**src/rtl/burst_addr_pkg.sv**
```systemverilog
package burst_addr_pkg;

    // Offset field width; the burst length follows from it.
    localparam int OFS_W     = 2;
    localparam int BURST_LEN = 1 << OFS_W;

    typedef logic [OFS_W-1:0] ofs_t;

    typedef enum logic {
        ORD_LINEAR     = 1'b0,
        ORD_INTERLEAVE = 1'b1
    } order_e;

    // Position within the burst, together with the captured start offset.
    typedef struct packed {
        ofs_t start;
        ofs_t pos;
    } burst_pos_t;

    function automatic ofs_t map_offset(input ofs_t start, input ofs_t pos, input order_e ord);
        ofs_t r;
        if (ord == ORD_INTERLEAVE) r = start ^ pos;
        else                       r = ofs_t'(start + pos);
        return r;
    endfunction

endpackage

```
**src/rtl/burst_step_counter.sv**
```systemverilog
module burst_step_counter
    import burst_addr_pkg::*;
(
    input  logic clk,
    input  logic rst,
    input  logic load,
    input  logic step_n,
    output ofs_t pos
);

    ofs_t pos_q;

    always_ff @(posedge clk) begin
        if (rst)           pos_q <= '0;
        else if (load)     pos_q <= '0;
        else if (!step_n)  pos_q <= ofs_t'(pos_q + ofs_t'(1));
    end

    assign pos = pos_q;

    // a paused burst keeps its position
    a_r4_hold_pos: assert property (@(posedge clk) disable iff (rst)
        (!load && step_n) |=> $stable(pos_q));

    // advancing past the last access returns to position zero
    a_r7_wrap_pos: assert property (@(posedge clk) disable iff (rst)
        (!load && !step_n && pos_q == ofs_t'(BURST_LEN-1)) |=> (pos_q == '0));

    // a load restarts the position even when an advance is requested
    a_r8_load_restart: assert property (@(posedge clk) disable iff (rst)
        (load && !step_n) |=> (pos_q == '0));

endmodule

```
**src/rtl/burst_base_reg.sv**
```systemverilog
module burst_base_reg #(
    parameter int ADDR_W = 18
) (
    input  logic              clk,
    input  logic              rst,
    input  logic              load,
    input  logic [ADDR_W-1:0] ext_addr,
    output logic [ADDR_W-1:0] base
);

    logic [ADDR_W-1:0] base_q;

    always_ff @(posedge clk) begin
        if (rst)       base_q <= '0;
        else if (load) base_q <= ext_addr;
    end

    assign base = base_q;

    // a load captures the external address
    a_r2_capture: assert property (@(posedge clk) disable iff (rst)
        load |=> (base_q == $past(ext_addr)));

    // without a load the captured address does not move
    a_r3_base_kept: assert property (@(posedge clk) disable iff (rst)
        !load |=> $stable(base_q));

endmodule

```
**src/rtl/burst_offset_map.sv**
```systemverilog
module burst_offset_map
    import burst_addr_pkg::*;
(
    input  burst_pos_t bp,
    input  order_e     ord,
    output ofs_t       ofs
);

    assign ofs = map_offset(bp.start, bp.pos, ord);

endmodule

```
**src/rtl/burst_addr_gen.sv**
```systemverilog
module burst_addr_gen
    import burst_addr_pkg::*;
#(
    parameter int ADDR_W = 18
) (
    input  logic              clk,
    input  logic              rst,
    input  logic              load,
    input  logic              step_n,
    input  logic              seq_mode,
    input  logic [ADDR_W-1:0] ext_addr,
    output logic [ADDR_W-1:0] int_addr
);

    localparam int HI_W = ADDR_W - OFS_W;

    logic [ADDR_W-1:0] base;
    ofs_t              pos;
    ofs_t              ofs;
    burst_pos_t        bp;
    order_e            ord;

    burst_base_reg #(.ADDR_W(ADDR_W)) u_base (
        .clk      (clk),
        .rst      (rst),
        .load     (load),
        .ext_addr (ext_addr),
        .base     (base)
    );

    burst_step_counter u_cnt (
        .clk    (clk),
        .rst    (rst),
        .load   (load),
        .step_n (step_n),
        .pos    (pos)
    );

    assign ord      = order_e'(seq_mode);
    assign bp.start = base[OFS_W-1:0];
    assign bp.pos   = pos;

    burst_offset_map u_map (
        .bp  (bp),
        .ord (ord),
        .ofs (ofs)
    );

    assign int_addr = {base[ADDR_W-1:OFS_W], ofs};

    // reset leaves the output at zero
    a_r1_reset_zero: assert property (@(posedge clk)
        rst |=> (int_addr == '0));

    // upper bits do not move between loads
    a_r3_upper_kept: assert property (@(posedge clk) disable iff (rst)
        !load |=> (int_addr[ADDR_W-1:OFS_W] == $past(int_addr[ADDR_W-1:OFS_W])));

    // linear order steps the offset by one
    a_r6_linear_inc: assert property (@(posedge clk) disable iff (rst)
        (!load && !step_n && !seq_mode) |=>
            (!seq_mode -> (int_addr[OFS_W-1:0] == ofs_t'($past(int_addr[OFS_W-1:0]) + ofs_t'(1)))));

    // interleaved order always flips the lowest offset bit on an advance
    a_r5_interleave_flip: assert property (@(posedge clk) disable iff (rst)
        (!load && !step_n && seq_mode) |=>
            (seq_mode -> (int_addr[0] != $past(int_addr[0]))));

    initial begin
        a_hi_w_positive: assert (HI_W >= 1);
    end

endmodule

```
**config.mk**
```make
export PLATFORM = sky130hd
export DESIGN_NAME = burst_addr_gen
export DESIGN_NICKNAME = d
export VERILOG_FILES = /design/src/rtl/burst_addr_pkg.sv /design/src/rtl/burst_step_counter.sv /design/src/rtl/burst_base_reg.sv /design/src/rtl/burst_offset_map.sv /design/src/rtl/burst_addr_gen.sv
export SDC_FILE = /design/constraint.sdc
export NUM_CORES = 1
export LEC_CHECK = 0
export ABC_AREA = 1
export BUFFER_PORTS_ARGS = -buffer_cell sky130_fd_sc_hd__buf_2
export CAP_MARGIN = 30
export CORE_MARGIN = 2
export CORE_UTILIZATION = 39
export CTS_BUF_LIST = sky130_fd_sc_hd__clkbuf_4 sky130_fd_sc_hd__clkbuf_8
export DETAILED_ROUTE_END_ITERATION = 8
export GPL_ROUTABILITY_DRIVEN = 0
export PLACE_DENSITY_LB_ADDON = 0.1
export SLEW_MARGIN = 15
export SYNTH_ARGS = -nofsm -noshare
export SYNTH_HDL_FRONTEND = slang
export SYNTH_SLANG_ARGS = --single-unit
export TNS_END_PERCENT = 100
```
**constraint.sdc**
```tcl
create_clock -name clk -period 2.5 [get_ports clk]
set_input_delay 0.75 -clock clk [delete_from_list [all_inputs] [get_ports clk]]
set_output_delay 0.75 -clock clk [all_outputs]
set_load 0.005 [all_outputs]
```
==> results of run 1 <==
## routing by layer
| metal | track usage | wire (microns) |
|---|---|---|
| met1 | 0.1722 | 790 |
| met2 | 0.2284 | 817 |
| met3 | 0.02825 | 119 |
| met4 | 0.06410 | 13 |
| met5 | 0 | 0 |
## layout by cell type (no fill, tap or decap)
cell type | Yosys | final
nand2_1 | 44 | 44
clkbuf_4 | 0 | 3
a21oi_1 | 8 | 8
ha_1 | 1 | 1
inv_2 | 1 | 1
o21ai_0 | 1 | 1
inv_1 | 7 | 7
buf_2 | 1 | 40
a21oi_2 | 10 | 10
nand3_1 | 2 | 2
dfxtp_1 | 20 | 20
nor2_1 | 6 | 6
clkbuf_8 | 0 | 1
## logic make-up after synthesis
kind of cell,Yosys count,synth area share
AO/OA/AOI/OAI,19,0.1404
adder cells (fa/ha/maj),1,0.01324
buffers and inverters,29,0.2132
flip-flops,20,0.4238
AND/OR/NAND/NOR,52,0.2093
## cell type report
type                    count  area, sq um
repair buffers             40        200.2
well taps                  28        35.03
multi-input cells          72        342.8
fillers                   242         1210
inverters                   8        30.03
clock buffers               4        36.28
flip-flops and latches     20        400.4
## worst paths after layout
| path | slack, ns | endpoint | startpoint |
|---|---|---|---|
| min reg2reg | 0.47 | u_base.base[15] | u_base.base[15] |
| min | 0.47 | u_base.base[15] | u_base.base[15] |
| max | 0.53 | int_addr[1] | seq_mode |
| max reg2reg | 1.68 | u_cnt.pos[1] | u_cnt.pos[0] |
## worst reg2reg max path, delay by kind of cell, from the launching register on
kind | cells | cell delay (ns)
flip-flops | 1 | 0.36
buffers and inverters | 1 | 0.05
AND/OR/NAND/NOR | 4 | 0.32
## flip-flops by register name, summed over array words and instances (netlist names)
signal,count
u_base.base,18
u_cnt.pos,2
## power groups by stage
stage / Sequential [W] / Combinational (W) / Clock (W)
detailed placement: 0.000351 / 0.0000827 / 0
finish: 0.000344 / 0.0000813 / 0.000179
floorplan: 0.000350 / 0.0000686 / 0
CTS: 0.000344 / 0.0000833 / 0.000190
global route: 0.000346 / 0.0000933 / 0.000203
global placement: 0.000351 / 0.0000805 / 0
## stage by stage
step	area [sq um]	setup slack (ns)	hold slack, ns	std cells	total power [W]
floorplan	944.7	0.7670	0.4395	121	0.0004182
global placement	1008	0.5536	0.4470	168	0.0004312
detailed placement	1008	0.5172	0.4552	168	0.0004339
CTS	1045	0.4941	0.4721	172	0.0006167
global route	1045	0.3544	0.4960	172	0.0006424
finish	1045	0.5271	0.4683	172	0.0006038
==> flow_summary.yaml, run 1 <==
global_route:
  first_global_vias: 690
  antenna_found_initial: 0
  grt-ovfl-total: 0
  grtUsageTotal: 0.1390
  grt_max_degree: 21
  grt_pass1_wl_microns: 2856
pwr:
  ir_drop_v: 0.0003204
  power_switching_w: 0.0001420
  powerDensity_mw_per_mm2: 577.9
  switching_share: 0.2352
  power_frac_seq: 0.569
  clock_power_share: 0.296
  p_int_w: 0.0004618
  power_leakage_nw: 0.5125
  combPwrFrac: 0.135
clocking:
  cts_buffer_depth: 2
  clock-root-buffer: "clkbuf_4"
  hold_buffers: 0
  cts_resized: 0
  clkSinkCount: 20
  postCtsSetupBuffers: 0
  cts.clk_slew.worst_paths_ns: 0.10
  htreeDepth: 1
  cts_tree: "yes"
  cts_made_buffers: 3
  insertion_delay_ns: 0.28
logic_synthesis:
  ys_top_cells_by_count: "nand2_1 (44), dfxtp_1 (20), buf_4 (18)"
  syn_area_sq_um: 944.7
  yosysMostFrequentCell: "nand2_1"
  synthFlopType: "dfxtp_1"
  yosysUniqueCellTypes: 14
  async_flop_share: 0
  synth.top_cell.area_share: 0.4238
  seq_area_frac_synth: 0.4238
  ys_ff_latch: 20
  synth_fp_nets: 145
  synth_edf_count: 0
  postSynthCellCount: 121
  syn_avg_cell_area_sq_um: 7.807
  synth_top_area_cell: "dfxtp_1"
  synth.area.top_cells: "dfxtp_1 (42%), nand2_1 (17%), buf_4 (14%)"
  yosys_warnings: 0
setup_path:
  crit_family: "buffers and inverters"
  crit_cells: 6
  reg2reg_depth: 5
  worstPathMaxFanout: 2
  cp.arrival_ns: 1.22
  cp_num_buf_inv: 3
  required_ns: 1.75
  start_kind: "input pin"
  path_cells: "buf_2 > nor2_1 > nand3_1 > nand2_1 > inv_1 > buf_2"
  crit_top_cell: "buf_2"
  max_stage_delay_ns: 0.11
  cp-end-kind: "output port"
  criticalPathCategory: "input pin to output port"
  cp_slowest_cell: "buf_2"
run:
  cap_violations: 0
sta:
  tightestPinTransition_ns: 0.4939
  slew_headroom: 0.6707
  maxSlewViolCount: 0
  rsz0062_at_grt: "no"
  fin_setup_tns_ns: 0
  fin_crit_sh: 0.7891
  hold_viol_final: 0
  period_needed_ns: 1.973
  finClkSkew_ns: 0.00004888
  setup_viol: 0
  fmax_mhz: 506.9
routing:
  num_vias: 766
  final_antenna_net_count: 0
  drtIter0Drc: 8
  viasPerCell: 4.453
  routed_wl_microns: 1741
  wl_per_cell_microns: 10.12
  dr.pass1.iters: 4
  drcViolationCount: 0
die:
  initial_utilization: 0.4190
  placementRows: 17
  ios: 41
  die-area_sq_mm: 0.002832
  design.core.area_sq_mm: 0.002255
  die_w_microns: 53.22
  die_h_microns: 53.22
final_layout:
  drive_gt1_frac: 0.3819
  areaGrowthSynthToFinish_pct: 10.60
  diodes: 0
  fin_util: 0.4634
  layout.nets: 169
outcome:
  status: "finished, final reports clean"
placement:
  portBuffers: 40
  dp_hpwl_microns: 1218
min_path:
  whs_path_depth: 2
  hp-class: "flop to flop"
Power figures use the tool's default switching activity.
==> run 2, diff against run 1 <==
--- a/config.mk
+++ b/config.mk
@@ -5,7 +5,7 @@
 export SDC_FILE = /design/constraint.sdc
 export NUM_CORES = 1
 export LEC_CHECK = 0
-export ABC_AREA = 1
+export ABC_AREA = 0
 export BUFFER_PORTS_ARGS = -buffer_cell sky130_fd_sc_hd__buf_2
 export CAP_MARGIN = 30
 export CORE_MARGIN = 2
==> constraint.sdc (replaced) <==
create_clock -name clk -period 1.7 [get_ports clk]
set_input_delay 0.51 -clock clk [delete_from_list [all_inputs] [get_ports clk]]
set_output_delay 0.51 -clock clk [all_outputs]
set_load 0.005 [all_outputs]
==> flow_summary.yaml, run 2 <==
sta:
  rsz0062_at_grt: "yes"
  tightestPinTransition_ns: 0.3810
  setup_viol: 0
  hold_viol_final: 0
  maxSlewViolCount: 0
  fin_setup_tns_ns: 0
  slew_headroom: 0.7460
  period_needed_ns: 1.668
  fmax_mhz: 599.7
  fin_crit_sh: 0.9810
  finClkSkew_ns: 0.0002634
logic_synthesis:
  synthXorXnorAreaFrac: 0.02962
  postSynthCellCount: 85
  synth_compound_area_frac: 0
  synthFlopType: "dfxtp_1"
  syn_avg_cell_area_sq_um: 10.44
  synth_edf_count: 0
  synth.area.top_cells: "dfxtp_1 (45%), mux2i_1 (20%), buf_4 (14%)"
  yosys-mux-area-fraction: 0.2031
  async_flop_share: 0
  synth_top_area_cell: "dfxtp_1"
  syn_area_sq_um: 887.1
  synthAdderAreaFrac: 0.01410
  synth_top_family_by_area: "multiplexers"
  yosysUniqueCellTypes: 13
  yosysMostFrequentCell: "dfxtp_1"
  synthSimpleGateAreaFrac: 0.1312
  synth.top_cell.area_share: 0.4513
  ys_ff_latch: 20
  ys_top_cells_by_count: "dfxtp_1 (20), mux2i_1 (18), nor2_1 (18)"
  synth_fp_nets: 109
  yosys_warnings: 0
  seq_area_frac_synth: 0.4513
routing:
  routed_wl_microns: 1535
  dr.pass1.iters: 2
  final_antenna_net_count: 0
  viasPerCell: 4.331
  num_vias: 602
  drcViolationCount: 0
  drtIter0Drc: 6
  wl_per_cell_microns: 11.04
global_route:
  grt_max_degree: 21
  grt-ovfl-total: 0
  grtUsageTotal: 0.1315
  grt_pass1_wl_microns: 2559
  first_global_vias: 583
  antenna_found_initial: 0
final_layout:
  layout.nets: 137
  largest_reg_flops: 18
  fin_util: 0.4797
  layout_common_cells: "buf_2 (40), mux2i_1 (18), nor2_1 (18), dfxtp_1 (18)"
  drive_gt1_frac: 0.4775
  final_common_cell: "buf_2"
  diodes: 0
  final_cell_area_sq_mm: 0.001051
  finalNonFillerCells: 139
  areaGrowthSynthToFinish_pct: 18.48
setup_path:
  reg2reg_depth: 5
  required_ns: 1.19
  cp-end-kind: "output port"
  criticalPathCategory: "flop to output port"
  start_kind: "flop"
  worstPathMaxFanout: 2
  cp.arrival_ns: 1.16
clocking:
  htreeDepth: 1
  cts_tree: "yes"
  cts.clk_slew.worst_paths_ns: 0.11
  hold_buffers: 0
  clkSinkCount: 20
  insertion_delay_ns: 0.29
  cts_made_buffers: 3
  cts_buffer_depth: 2
  clock-root-buffer: "clkbuf_4"
placement:
  dpl.cell_count: 134
  dp_hpwl_microns: 1071
  portBuffers: 40
  dpl_cell_area_sq_um: 991.0
run:
  cap_violations: 0
pwr:
  power_leakage_nw: 0.5395
  ir_drop_v: 0.0004258
  powerDensity_mw_per_mm2: 813.5
die:
  initial_utilization: 0.4049
  design.core.area_sq_mm: 0.002191
  die-area_sq_mm: 0.002672
  die_h_microns: 51.69
  die_w_microns: 51.69
  ios: 41
  placementRows: 17
min_path:
  hp-class: "input pin to flop"
  whs_path_depth: 3
outcome:
  status: "finished, final reports clean"
==> run 2: routing by layer <==
metal / up-vias / GRT usage / routed length [microns]
met4: 0 / 0.07895 / 14
li1: 311 / - / -
met5: - / 0 / 0
met3: 2 / 0.02586 / 89
met2: 21 / 0.2350 / 821
met1: 268 / 0.1421 / 609
==> run 2: worst paths after layout <==
check	endpoint	slack (ns)	startpoint
setup / recovery	int_addr[1]	0.03	u_cnt.pos[0]
setup reg to reg	u_cnt.pos[1]	0.63	u_cnt.pos[0]
hold / removal	u_base.base[13]	0.45	ext_addr[13]
hold reg to reg	u_base.base[16]	0.50	u_base.base[16]
==> run 2: final cells by class <==
cell class / instances / area [sq um]
Multi-Input combinational cell: 45 / 355.3
Clock buffer: 3 / 22.52
Timing Repair Buffer: 43 / 235.2
Fill cell: 231 / 1140
Tap cell: 28 / 35.03
Sequential cell: 20 / 402.9
==> run 2: worst max-delay path: stages, from the launching register on <==
cell,delay [ns]
dfxtp_2,0.36
ha_4,0.15
nor2b_4,0.11
xnor2_1,0.12
buf_2,0.13
==> run 2: cells by family (layout without fill, tap and decap cells) <==
family | after synthesis | after routing
buffers and inverters | 20 | 46
adder cells (fa/ha/maj) | 1 | 1
AND/OR/NAND/NOR | 23 | 23
XOR/XNOR | 3 | 3
multiplexers | 18 | 18
flip-flops | 20 | 20
==> run 2: power by group <==
group / leakage (nW) / total [W] / internal [W] / switching (W)
registers: 0.166 / 0.000510 / 0.000496 / 0.0000138
logic: 0.360 / 0.000132 / 0.0000745 / 0.0000575
clock network: 0.0138 / 0.000213 / 0.0000823 / 0.000131
==> run 2: what timing repair did <==
item,4_1_cts,5_1_grt
buffers inserted,1,1
gates resized for setup,5,1
pin swaps,2,1
endpoints found under the hold margin,0,0
gates cloned,0,0
setup endpoints to repair,1,1
==> run 2: metrics by stage <==
stage | hold WS, ns | total power (W) | setup WS [ns]
after floorplan | 0.4617 | 0.0006161 | 0.4267
after CTS | 0.4359 | 0.0008680 | -0.01023
after detailed placement | 0.4785 | 0.0006475 | 0.1984
after global routing | 0.4322 | 0.0009103 | -0.04596
final | 0.4466 | 0.0008550 | 0.03238
after global placement | 0.4680 | 0.0006437 | 0.2200
